### src/rtl/nand_ecc_pkg.sv
package nand_ecc_pkg;

    localparam int ECC_BLOCK_BYTES = 512;
    localparam int ECC_IDX_W       = $clog2(ECC_BLOCK_BYTES);
    localparam int ECC_LANE_W      = 8;
    localparam int ECC_COL_PAIRS   = $clog2(ECC_LANE_W);
    localparam int ECC_GRP_W       = ECC_COL_PAIRS + ECC_IDX_W;
    localparam int ECC_RES_W       = 32;
    localparam int ECC_ODD_LSB     = 16;

    typedef struct packed {
        logic [ECC_GRP_W-1:0] odd;
        logic [ECC_GRP_W-1:0] even;
    } ecc_pair_t;

    // Selects the bit positions of a byte whose position bit k equals half.
    function automatic logic [ECC_LANE_W-1:0] col_mask(input int k, input logic half);
        logic [ECC_LANE_W-1:0] m;
        for (int j = 0; j < ECC_LANE_W; j++) begin
            m[j] = (((j >> k) & 1) == 1) == half;
        end
        return m;
    endfunction

endpackage

### src/rtl/ecc_lane_term.sv
module ecc_lane_term
    import nand_ecc_pkg::*;
(
    input  logic [ECC_LANE_W-1:0] byte_i,
    input  logic [ECC_IDX_W-1:0]  idx_i,
    input  logic                  live_i,
    output ecc_pair_t             term_o
);
    logic byte_par;

    always_comb begin
        byte_par = ^byte_i;
        term_o   = '0;
        for (int k = 0; k < ECC_COL_PAIRS; k++) begin
            term_o.even[k] = ^(byte_i & col_mask(k, 1'b0));
            term_o.odd[k]  = ^(byte_i & col_mask(k, 1'b1));
        end
        for (int k = 0; k < ECC_IDX_W; k++) begin
            term_o.even[ECC_COL_PAIRS+k] = byte_par & ~idx_i[k];
            term_o.odd[ECC_COL_PAIRS+k]  = byte_par &  idx_i[k];
        end
        if (!live_i) begin
            term_o = '0;
        end
    end
endmodule

### src/rtl/ecc_byte_counter.sv
module ecc_byte_counter
    import nand_ecc_pkg::*;
#(
    parameter int BLOCK_BYTES = ECC_BLOCK_BYTES,
    parameter int IDX_W       = $clog2(BLOCK_BYTES)
) (
    input  logic             clk,
    input  logic             rst,
    input  logic             clr,
    input  logic             adv,
    input  logic             step2,
    output logic [IDX_W-1:0] count_o,
    output logic             done_o
);
    localparam logic [IDX_W:0] LIMIT = (IDX_W+1)'(BLOCK_BYTES);

    logic [IDX_W:0] cnt;
    logic [IDX_W:0] nxt;

    always_comb begin
        nxt = cnt + (step2 ? (IDX_W+1)'(2) : (IDX_W+1)'(1));
    end

    always_ff @(posedge clk) begin
        if (rst || clr) begin
            cnt    <= '0;
            done_o <= 1'b0;
        end else if (adv && !done_o) begin
            cnt <= (nxt >= LIMIT) ? LIMIT : nxt;
            if (nxt >= LIMIT) begin
                done_o <= 1'b1;
            end
        end
    end

    assign count_o = cnt[IDX_W-1:0];

    AST_COUNT_BOUND: assert property (@(posedge clk) disable iff (rst)
        cnt <= LIMIT);
    AST_DONE_STICKY: assert property (@(posedge clk) disable iff (rst)
        (done_o && !clr) |=> done_o);
    AST_DONE_AT_END: assert property (@(posedge clk) disable iff (rst)
        $rose(done_o) |-> cnt == LIMIT);
endmodule

### src/rtl/nand_ecc_accum.sv
module nand_ecc_accum
    import nand_ecc_pkg::*;
#(
    parameter int LANES = 2
) (
    input  logic                         clk,
    input  logic                         rst,
    input  logic                         clr_i,
    input  logic                         en_i,
    input  logic                         wide_i,
    input  logic                         stb_i,
    input  logic [LANES*ECC_LANE_W-1:0]  data_i,
    output logic [ECC_RES_W-1:0]         result_o,
    output logic                         done_o
);
    localparam int GAP_LO = ECC_ODD_LSB - ECC_GRP_W;
    localparam int GAP_HI = ECC_RES_W - ECC_ODD_LSB - ECC_GRP_W;

    logic [ECC_IDX_W-1:0] count;
    logic                 accept;
    ecc_pair_t            acc;
    ecc_pair_t            lane_term [LANES];
    ecc_pair_t            step_term;

    assign accept = stb_i && en_i && !done_o && !clr_i;

    ecc_byte_counter #(
        .BLOCK_BYTES (ECC_BLOCK_BYTES),
        .IDX_W       (ECC_IDX_W)
    ) u_counter (
        .clk     (clk),
        .rst     (rst),
        .clr     (clr_i),
        .adv     (accept),
        .step2   (wide_i),
        .count_o (count),
        .done_o  (done_o)
    );

    for (genvar l = 0; l < LANES; l++) begin : g_lane
        ecc_lane_term u_term (
            .byte_i (data_i[l*ECC_LANE_W +: ECC_LANE_W]),
            .idx_i  (count + ECC_IDX_W'(l)),
            .live_i ((l == 0) || wide_i),
            .term_o (lane_term[l])
        );
    end

    always_comb begin
        step_term = '0;
        for (int l = 0; l < LANES; l++) begin
            step_term = step_term ^ lane_term[l];
        end
    end

    always_ff @(posedge clk) begin
        if (rst || clr_i) begin
            acc <= '0;
        end else if (accept) begin
            acc <= acc ^ step_term;
        end
    end

    assign result_o = {{GAP_HI{1'b0}}, acc.odd, {GAP_LO{1'b0}}, acc.even};

    AST_CLEAR_ZERO: assert property (@(posedge clk) disable iff (rst)
        clr_i |=> (result_o == '0) && !done_o);
    AST_IDLE_HOLD: assert property (@(posedge clk) disable iff (rst)
        (!en_i && !clr_i) |=> $stable(result_o));
    AST_DONE_HOLD: assert property (@(posedge clk) disable iff (rst)
        (done_o && !clr_i) |=> $stable(result_o));
    AST_NO_STB_HOLD: assert property (@(posedge clk) disable iff (rst)
        (!stb_i && !clr_i) |=> $stable(result_o));
endmodule

### config.mk
export PLATFORM = sky130hd
export DESIGN_NAME = nand_ecc_accum
export DESIGN_NICKNAME = d
export VERILOG_FILES = /design/src/rtl/nand_ecc_pkg.sv /design/src/rtl/ecc_lane_term.sv /design/src/rtl/ecc_byte_counter.sv /design/src/rtl/nand_ecc_accum.sv
export SDC_FILE = /design/constraint.sdc
export NUM_CORES = 1
export LEC_CHECK = 0
export BUFFER_PORTS_ARGS = -buffer_cell sky130_fd_sc_hd__buf_4
export CAP_MARGIN = 15
export CORE_MARGIN = 2
export CORE_UTILIZATION = 43
export CTS_BUF_LIST = sky130_fd_sc_hd__clkbuf_2 sky130_fd_sc_hd__clkbuf_4 sky130_fd_sc_hd__clkbuf_8
export DETAILED_ROUTE_END_ITERATION = 8
export GPL_TIMING_DRIVEN = 1
export PLACE_DENSITY_LB_ADDON = 0.15
export SLEW_MARGIN = 20
export SYNTH_ARGS = -nofsm -noshare
export SYNTH_HDL_FRONTEND = slang
export SYNTH_HIERARCHICAL = 1
export SYNTH_SLANG_ARGS = --single-unit
export TNS_END_PERCENT = 100
### constraint.sdc
create_clock -name clk -period 6.6 [get_ports clk]
set_input_delay 0.99 -clock clk [delete_from_list [all_inputs] [get_ports clk]]
set_output_delay 0.99 -clock clk [all_outputs]
set_load 0.02 [all_outputs]
==> results_tabular.tex <==
\begin{tabular}{lr}
\hline
Metric & Value \\
\hline
\multicolumn{2}{l}{\textbf{GRT}} \\
\quad Vias in the first global route & 2046 \\
\quad Pin count of the biggest net entering global routing & 50 \\
\quad Wire length of the first global-routing pass & 9.73 mm \\
\quad Initial antenna violation count & 0 \\
\quad Met2 track utilization from global routing & 25.1\% \\
\quad Global route total overflow & 0 \\
\quad GR Layer Usage met3 & 3.76\% \\
\quad Total routing usage reported by global routing & approximately 17\% \\
\quad Met1 track demand over resource in global routing & 24.1\% \\
\quad GRT busiest layer & met2 \\
\multicolumn{2}{l}{\textbf{Cells and area}} \\
\quad Multi-input gate area & around 0.0018 sq mm \\
\quad Share of cells above drive strength 1 & 19.6\% \\
\quad Fin util & 49.8\% \\
\quad Filler instances & 612 \\
\quad Antenna diode instance count & 0 \\
\quad Sequential cell area & 701 sq um \\
\quad Net count, final & $\sim$400 \\
\quad Relative area change from synthesis to final layout & 14.0\% \\
\multicolumn{2}{l}{\textbf{Setup path}} \\
\quad Critical Path Max Stage Delay & about 0.73 ns \\
\quad Sort of element at the end of the critical path & flop \\
\quad Req. time, crit path & 6.82 ns \\
\quad Setup Crit Path Kind & input port to flop \\
\quad Cell breakdown of the critical path & buf\_4, xnor2\_1, xor2\_2, xnor2\_2, nor2\_1, xnor2\_1, or3\_1, a21oi\_1 \\
\quad Critical Path Start Type & input port \\
\quad R2R setup slack & 4.16 ns \\
\quad Maximum fanout encountered on the critical timing path & 18 \\
\quad Crit-path most repeated cell & xnor2\_1 \\
\quad Worst path slowest cell & xnor2\_2 \\
\quad Worst EP arrival & around 3.1 ns \\
\multicolumn{2}{l}{\textbf{STA}} \\
\quad Worst hold slack & 0.486 ns \\
\quad Max Clock Freq & 342 MHz \\
\quad Worst clock skew & 0.00752 ns \\
\quad Final period demand of the worst path & slightly below 3 ns \\
\quad Normalized max-slew margin & 41.3\% \\
\quad Hold Violations, Final & 0 \\
\quad Setup\_tns & 0 ns \\
\quad Max Slew Vio Count & 0 \\
\quad Final period util & between 40\% and 50\% \\
\quad Actual transition at the worst max-transition pin & 0.876 ns \\
\quad Unrepaired setup endpoints after global routing & false \\
\quad Number of endpoints failing setup at the final stage & 0 \\
\multicolumn{2}{l}{\textbf{CTS}} \\
\quad Clock transition time at the flip-flop clock pins of the worst setup and hold paths & 0.08 ns \\
\quad Resized Gates After CTS & 0 \\
\quad Number of sinks on the clock net & 35 \\
\quad Number of buffers inserted by post-CTS setup repair & 0 \\
\quad Hold bufs inserted after CTS & 0 \\
\quad Root buffer cell & clkbuf\_8 \\
\quad Later-pin clock latency in the skew report & about 0.29 ns \\
\quad Max H-tree Level & 2 \\
\quad TritonCTS clock tree & done \\
\quad Number of buffers added by the clock tree synthesis step & 5 \\
\quad Clk buf depth & 2 \\
\multicolumn{2}{l}{\textbf{Power}} \\
\quad Worst ir drop on vdd & 88.2 uV \\
\quad Areal power density over the cells & 189 mW/mm\^{}2 \\
\quad Lkg Pwr & 1.06 nW \\
\multicolumn{2}{l}{\textbf{Drt}} \\
\quad Drt total wl & 5.54 mm \\
\quad Routed length per placed instance & between 10 and 15 microns \\
\quad Vias per cell & 4.91 \\
\quad DRC errors left & 0 \\
\quad Residual antenna-violating net count after detailed routing & 0 \\
\quad Initial detailed-routing violation count & 98 \\
\quad Initial DRT Pass Iterations & 4 \\
\quad Vias & 2180 \\
\multicolumn{2}{l}{\textbf{Synth}} \\
\quad Number of standard cells after synthesis & 332 \\
\quad Number of flip-flops and latches in the synthesized netlist & 35 \\
\quad Area share of the largest cell type after synthesis & $\sim$26\% \\
\quad Post-synthesis instance area & 0.00273 sq mm \\
\quad Main area contributors after synthesis & dfxtp\_1 26\%, xnor2\_1 18\%, or3\_1 5.5\%, nor3b\_1 5.0\%, a21oi\_1 4.8\% \\
\quad Share of the yosys chip area belonging to registers & 25.7\% \\
\quad Synthesis warning total & 6 \\
\quad Synth cell types & 41 \\
\quad Mean instance size in the synthesized netlist & 8.21 sq um \\
\quad Leading area contributor after synthesis & dfxtp\_1 \\
\multicolumn{2}{l}{\textbf{Die}} \\
\quad Overall die width & 83.6 microns \\
\quad Total number of placement rows & 29 \\
\quad Die Y & 83.6 microns \\
\quad Area enclosed by the die boundary & 0.00699 sq mm \\
\quad Area of the core & 0.00624 sq mm \\
\quad Count of pins on the block boundary & 55 \\
\quad Initial core utilization & 43.7\% \\
\multicolumn{2}{l}{\textbf{Hold path}} \\
\quad Class of the worst hold path & flop to flop \\
\multicolumn{2}{l}{\textbf{Place}} \\
\quad Routability cong. & 0.736 \\
\quad Estimated wirelength of the detail-placed design & $\sim$4 mm \\
\quad Number of port buffers & 46 \\
\multicolumn{2}{l}{\textbf{Flow run}} \\
\quad Max Cap Violations & 0 \\
\multicolumn{2}{l}{\textbf{Run status}} \\
\quad Status & finished, final reports clean \\
\hline
\end{tabular}
## sequential cells by signal, summed over array words and instances, names as in the netlist
register,flops
result_o,24
u_counter/cnt,10
u_counter/done_o,1
## power breakdown
part / switching, mW / total (mW) / internal (mW)
sequential: 0.00204 / 0.215 / 0.213
combinational: 0.102 / 0.177 / 0.0751
clock: 0.0817 / 0.194 / 0.112
## synthesized netlist by cell type, drive strengths merged
master,count
a211oi,2
a21oi,26
a311oi,1
and2,8
and2b,2
and3,1
and4,1
buf,22
clkbuf,9
conb,2
dfxtp,35
fa,1
ha,3
inv,6
nand2,22
nand3,7
nand4,3
nand4bb,1
nor2,26
nor2b,3
nor3,2
nor3b,20
nor4,4
nor4b,1
o211ai,1
o21ai,25
o31a,1
or2,1
or2b,1
or3,24
or3b,1
or4,1
xnor2,57
xor2,12
## per-stage QoR
step                      instances  setup WS (ns)  instance area, sq um  power (mW)
after CTS                       444           3.65                  3110       0.595
final                           444           3.68                  3110       0.587
after floorplan                 344           3.91                  2770       0.371
after detailed placement        436           3.35                  2990       0.397
after global placement          436           3.43                  2990       0.396
after global routing            444           3.49                  3110       0.624
## worst max-delay path, delay by kind of cell
kind                      cells  cell delay [ns]
AOI/OAI and AO/OA             1             0.16
xor gates and xnor gates      4             1.41
and+or+nand+nor               2             0.45
buffers and inverters         1             0.12
## cells by family after synthesis
logic type	count (synthesis)	share of synthesized area, %
adders and majority gates	4	2.11
buffers and inverters	37	8.82
other	2	0.276
xor gates and xnor gates	69	23.8
DFF	35	25.7
AOI/OAI and AO/OA	56	11.1
and+or+nand+nor	129	28.1
## metal layers
metal,vias up,wire (microns)
met5,-,0
met4,0,36
met3,2,191
met2,35,2370
met1,979,2930
li1,1164,-
## worst paths after layout
path / from / to / depth (start not counted)
hold / removal: result_o[3]$_SDFFE_PP0P_ / result_o[3]$_SDFFE_PP0P_ / 2
hold reg to reg: result_o[3]$_SDFFE_PP0P_ / result_o[3]$_SDFFE_PP0P_ / 2
setup reg to reg: u_counter/done_o$_SDFFE_PP0P_ / u_counter/cnt[1]$_SDFFE_PP0P_ / 6
setup / recovery: data_i[14] / result_o[27]$_SDFFE_PP0P_ / 8
## placed cells by master (no fill, tap or decap), types with 5 or more instances in the layout
cell,synthesis,routed
xor2_1,8,8
buf_4,17,46
a21oi_1,26,26
o21ai_0,23,23
xnor2_1,55,55
conb_1,2,14
nor2_1,26,26
nand3_1,5,5
clkbuf_8,0,5
and2_1,8,8
nand2_1,22,22
dfxtp_1,35,35
inv_1,6,6
or3_1,24,24
nor3b_1,18,18
## final cells by class
cell class | count | area share [%]
clock buffer | 5 | 2.22
timing repair buffer | 46 | 11.1
clock inverter | 3 | 1.41
multi-input combinational | 272 | 58.9
inverter | 6 | 0.725
tap | 77 | 3.10
sequential | 35 | 22.6
No activity file was read; power rests on OpenSTA's default activity.
